===== config.mk =====
export PLATFORM = sky130hd
export DESIGN_NAME = clkdiv_bank
export DESIGN_NICKNAME = d
export VERILOG_FILES = /design/src/rtl/clkdiv_pkg.sv /design/src/rtl/clkdiv_rst_sync.sv /design/src/rtl/clkdiv_regs.sv /design/src/rtl/clkdiv_unit.sv /design/src/rtl/clkdiv_bank.sv
export SDC_FILE = /design/constraint.sdc
export NUM_CORES = 1
export LEC_CHECK = 0
export ABC_AREA = 1
export BUFFER_PORTS_ARGS = -buffer_cell sky130_fd_sc_hd__buf_2
export CAP_MARGIN = 10
export CELL_PAD_IN_SITES_DETAIL_PLACEMENT = 1
export CELL_PAD_IN_SITES_GLOBAL_PLACEMENT = 2
export CORE_UTILIZATION = 32
export DETAILED_ROUTE_END_ITERATION = 8
export GPL_TIMING_DRIVEN = 0
export PLACE_DENSITY = 0.89
export SLEW_MARGIN = 25
export SYNTH_ARGS = -nofsm -noshare
export SYNTH_HDL_FRONTEND = slang
export SYNTH_SLANG_ARGS = --single-unit

===== constraint.sdc =====
create_clock -name clk_i -period 2.7 [get_ports clk_i]
set_input_delay 0.54 -clock clk_i [delete_from_list [all_inputs] [get_ports clk_i]]
set_output_delay 0.54 -clock clk_i [all_outputs]
set_load 0.01 [all_outputs]

===== src/rtl/clkdiv_pkg.sv =====
`timescale 1ns/1ps
package clkdiv_pkg;
  localparam int unsigned DEF_N_DIV  = 3;
  localparam int unsigned DEF_DIV_W  = 8;
  localparam int unsigned DEF_DATA_W = 32;

  // Lowest bit of the slot that holds divider idx (division field, then enable).
  function automatic int unsigned slot_lsb(input int unsigned idx, input int unsigned div_w);
    return idx * (div_w + 1);
  endfunction

  function automatic int unsigned en_pos(input int unsigned idx, input int unsigned div_w);
    return slot_lsb(idx, div_w) + div_w;
  endfunction
endpackage


===== src/rtl/clkdiv_rst_sync.sv =====
`timescale 1ns/1ps
module clkdiv_rst_sync #(
  parameter int unsigned STAGES = 2
) (
  input  logic clk_i,
  input  logic rst_ni,
  output logic rst_no
);
  logic [STAGES-1:0] sync_q;
  logic [STAGES-1:0] sync_d;

  always_comb begin
    sync_d = {sync_q[STAGES-2:0], 1'b1};
  end

  always_ff @(posedge clk_i or negedge rst_ni) begin
    if (!rst_ni) begin
      sync_q <= '0;
    end else begin
      sync_q <= sync_d;
    end
  end

  assign rst_no = sync_q[STAGES-1];
endmodule


===== src/rtl/clkdiv_regs.sv =====
`timescale 1ns/1ps
module clkdiv_regs
  import clkdiv_pkg::*;
#(
  parameter int unsigned N_DIV  = DEF_N_DIV,
  parameter int unsigned DIV_W  = DEF_DIV_W,
  parameter int unsigned DATA_W = DEF_DATA_W
) (
  input  logic                        clk_i,
  input  logic                        rst_ni,
  input  logic                        we_i,
  input  logic                        sup_i,
  input  logic [DATA_W-1:0]           wdata_i,
  output logic [N_DIV-1:0]            en_o,
  output logic [N_DIV-1:0][DIV_W-1:0] div_next_o,
  output logic [DATA_W-1:0]           rdata_o
);
  localparam int unsigned SLOT_W = DIV_W + 1;

  logic                        wr_ok;
  logic [N_DIV-1:0]            en_q, en_wr;
  logic [N_DIV-1:0][DIV_W-1:0] div_q, div_wr;

  assign wr_ok = we_i & sup_i;

  // Candidate contents for a privileged write: a division field is only
  // taken when the same write leaves its divider enabled.
  always_comb begin
    for (int k = 0; k < N_DIV; k++) begin
      en_wr[k]  = wdata_i[en_pos(k, DIV_W)];
      div_wr[k] = en_wr[k] ? wdata_i[slot_lsb(k, DIV_W) +: DIV_W] : div_q[k];
    end
  end

  always_comb begin
    div_next_o = wr_ok ? div_wr : div_q;
  end

  always_ff @(posedge clk_i or negedge rst_ni) begin
    if (!rst_ni) begin
      en_q  <= '0;
      div_q <= '0;
    end else if (wr_ok) begin
      en_q  <= en_wr;
      div_q <= div_wr;
    end
  end

  always_comb begin
    rdata_o = '0;
    for (int k = 0; k < N_DIV; k++) begin
      rdata_o[k*SLOT_W +: SLOT_W] = {en_q[k], div_q[k]};
    end
  end

  assign en_o = en_q;
endmodule


===== src/rtl/clkdiv_unit.sv =====
`timescale 1ns/1ps
module clkdiv_unit #(
  parameter int unsigned DIV_W = 8
) (
  input  logic             clk_i,
  input  logic             rst_ni,
  input  logic             en_i,
  input  logic [DIV_W-1:0] div_next_i,
  output logic             tick_o
);
  logic [DIV_W-1:0] cnt_q, cnt_d;
  logic [DIV_W-1:0] lim_q, lim_d;
  logic             tick_q, tick_d;
  logic             term;
  logic             reload;

  assign term   = en_i && (cnt_q == lim_q);
  assign reload = !en_i || term;

  // The limit is sampled only at a terminal count or while idle, so a new
  // value never cuts a running interval short.
  always_comb begin
    cnt_d  = reload ? '0 : cnt_q + DIV_W'(1);
    lim_d  = reload ? div_next_i : lim_q;
    tick_d = term;
  end

  always_ff @(posedge clk_i or negedge rst_ni) begin
    if (!rst_ni) begin
      cnt_q  <= '0;
      lim_q  <= '0;
      tick_q <= 1'b0;
    end else begin
      cnt_q  <= cnt_d;
      lim_q  <= lim_d;
      tick_q <= tick_d;
    end
  end

  assign tick_o = tick_q & en_i;
endmodule


===== src/rtl/clkdiv_bank.sv =====
`timescale 1ns/1ps
module clkdiv_bank
  import clkdiv_pkg::*;
#(
  parameter int unsigned N_DIV  = DEF_N_DIV,
  parameter int unsigned DIV_W  = DEF_DIV_W,
  parameter int unsigned DATA_W = DEF_DATA_W
) (
  input  logic              clk_i,
  input  logic              rst_ni,
  input  logic              cfg_we_i,
  input  logic              cfg_sup_i,
  input  logic [DATA_W-1:0] cfg_wdata_i,
  output logic [DATA_W-1:0] cfg_rdata_o,
  output logic [N_DIV-1:0]  div_tick_o
);
  logic                        rst_n_sync;
  logic [N_DIV-1:0]            en;
  logic [N_DIV-1:0][DIV_W-1:0] div_next;

  clkdiv_rst_sync #(.STAGES(2)) i_rst_sync (
    .clk_i  (clk_i),
    .rst_ni (rst_ni),
    .rst_no (rst_n_sync)
  );

  clkdiv_regs #(
    .N_DIV  (N_DIV),
    .DIV_W  (DIV_W),
    .DATA_W (DATA_W)
  ) i_regs (
    .clk_i      (clk_i),
    .rst_ni     (rst_n_sync),
    .we_i       (cfg_we_i),
    .sup_i      (cfg_sup_i),
    .wdata_i    (cfg_wdata_i),
    .en_o       (en),
    .div_next_o (div_next),
    .rdata_o    (cfg_rdata_o)
  );

  for (genvar g = 0; g < N_DIV; g++) begin : g_div
    clkdiv_unit #(.DIV_W(DIV_W)) i_unit (
      .clk_i      (clk_i),
      .rst_ni     (rst_n_sync),
      .en_i       (en[g]),
      .div_next_i (div_next[g]),
      .tick_o     (div_tick_o[g])
    );
  end
endmodule


==> metrics <==
status=finished, final reports clean; Die Wd=109 um; Placed Cells=roughly 640; hold_buf cts=1; crit path time final=2.04 ns; RSZ-0062 raised after global routing=no; DR WL/cell=around 14 um; final setup margin=around 0.66 ns; Max-Cap Viols=0; vias per std cell=approximately 4.6; top cells by area, synth=dfrtp_1, nand2_1, nand3_1, xnor2_1, buf_4; drt total wl=around 9.0 mm; Worst Hold Class=flop to async pin; Initial Utilization=approximately a third; utilization after layout=40.4%; drt drc=0; post_cts resized=0; global-route usage over all layers=16.9%; Post-DP Area=4200 um2; Synth area leader=dfrtp_1; final hold vios=0; die height=about 110 um; share of cells above drive strength 1=20.0%; count of final setup violators=0; routability cong.=0.766; Post-Syn Area=3700 um2; ys flop type=dfrtp_1; Final nets=547; root buf cell=clkbuf_16; largest net degree at the start of global routing=50; setup bufs post-CTS=0; number of I/O port buffers=57; vias in the first global route=3,166; Syn. warnings=0; Async SR Flop Fraction=100%; Final Cell Area=roughly 4500 um2; actual transition at the worst max-transition pin=0.561 ns; element type at the critical path end=output port; CP Max Fanout=10; top-count cell post-synth=nand2_1; Static Leak=2.34 nW; Clock Path Buffers=2; initial drt markers=106; total gr overflow=0; Yosys cell types=22; Clock Latency Late Sink=0.33 ns; WP data required=2.16 ns; most frequent cells after synthesis=nand2_1, dfrtp_1, nand3_1, inv_1, nor2_1; initial antenna violation count=0; CTS Buf Count=9; ant diodes=0; CTS tree=done; Detail Route Antenna Nets=0; post-synth top area share=54.2%; die area=12,000 um2; Post-Layout Cell Count=649; Setup CP Type=flop to output port; max-slew violation count=0; Avg Inst Size Synth=8.52 um2; fmax=slightly below 0.5 GHz; Synth-to-Final Area Change=20.7%; CTS sink cnt=80; power density over the cells=747 nW/um2; flops & latches, synth=80; CORE AREA=roughly 11,000 um2; global-route wire length before repair=roughly 15 mm; routed via count=2,989; I/O Pins=about 70; Fin Clk Skew=between 0.005 and 0.006 ns; Post-synth EDFFs=0; Rel. slew slack=62.6%; Fillers=1,367; post-DP HPWL=6.66 mm; clk slew on worst S/H paths=0.05 ns; Final Total Pwr=0.00333 W; final worst path period share=75.6%; Gate Count Post-Synth=approximately 430; Setup crit start kind=flop; WP data arrival=1.50 ns; Rows=38; peak supply drop=0.343 mV; sequential-to-total area share from yosys stat=a little over half; Worst R2R Path Depth=5; setup slack after placement=0.901 ns; TritonRoute pass-1 iters=4; CTS H-Tree Depth=3
[through the flow]
step	setup TNS, ns	hold WS [ns]
2_1_floorplan	0	0.244
3_3_place_gp	-48.63	0.325
3_5_place_dp	0	0.294
4_1_cts	0	0.291
5_1_grt	0	0.314
6_report	0	0.275
[report_power, final]
part / internal, W / switching, W
combinational: 0.000303 / 0.000416
sequential: 0.00139 / 0.000160
clock: 0.000623 / 0.000443
total: 0.00231 / 0.00102
[registers in the layout, summed over array words and instances (netlist names)]
name and cells:
g_div.i_unit.cnt_q 24, g_div.i_unit.lim_q 24, g_div.i_unit.tick_q 3, i_regs.en_o 3, i_regs.rdata_o 24, i_rst_sync.sync_q 2
[logic make-up (layout without fill, tap and decap cells)]
family	after synthesis	after routing	synth area share, %
buffers and inverters	56	127	7.85
xor gates and xnor gates	26	26	6.16
adders and majority gates	3	3	1.02
AOI/OAI and AO/OA	10	10	1.39
and+or+nand+nor	257	257	29.2
other	2	6	0.203
DFF	80	80	54.2
[final timing paths]
check                                                   start                                  to  slack (ns)
max                                i_regs.en_o[0]$_DFFE_PN0N_                       div_tick_o[0]        0.66
min                            i_rst_sync.sync_q[1]$_DFF_PN0_         i_regs.rdata_o[6]$_DFF_PN0_        0.27
max reg2reg                g_div[1].i_unit.cnt_q[2]$_DFF_PN0_  g_div[1].i_unit.cnt_q[7]$_DFF_PN0_        1.27
min reg2reg                    i_rst_sync.sync_q[1]$_DFF_PN0_         i_regs.rdata_o[6]$_DFF_PN0_        0.27
max in group asynchronous      i_rst_sync.sync_q[1]$_DFF_PN0_         i_regs.rdata_o[1]$_DFF_PN0_        1.84
min in group clk_i             i_rst_sync.sync_q[0]$_DFF_PN0_      i_rst_sync.sync_q[1]$_DFF_PN0_        0.36
[layer usage]
layer  track usage (%)  vias up  wire, um
met4              7.14        0       174
met5                 0        -         0
met3              2.55       13       206
met1              21.6     1454      4220
li1                  -     1480         -
met2              28.4       42      4440
[worst max-delay path, stage by stage (launching register included)]
cell and delay, ns:
dfrtp_1 0.41, clkbuf_1 0.39, nand2_1 0.09, inv_1 0.07
buf_4 0.09, buf_2 0.11
[cells in the final DEF (no fill, tap or decap), drive strengths merged, types with 2 or more instances in the layout]
cell,netlist,routed
a21oi,2,2
buf,19,77
clkbuf,7,17
clkinv,0,2
conb,2,6
dfrtp,80,80
ha,3,3
inv,30,30
nand2,158,158
nand3,59,59
nor2,34,34
nor3,5,5
o21ai,7,7
xnor2,21,21
xor2,5,5
[layout make-up]
type / instances / area, um2 / share of cell area, %
clock inverter: 2 / 10.0 / 0.224
buffer: 26 / 178 / 3.98
inverter: 30 / 113 / 2.52
timing repair buffer: 59 / 323 / 7.24
sequential: 80 / 2010 / 45.0
multi-input combinational: 302 / 1420 / 31.8
tap: 140 / 175 / 3.93
clock buffer: 10 / 239 / 5.36
Power figures use the tool's default switching activity.
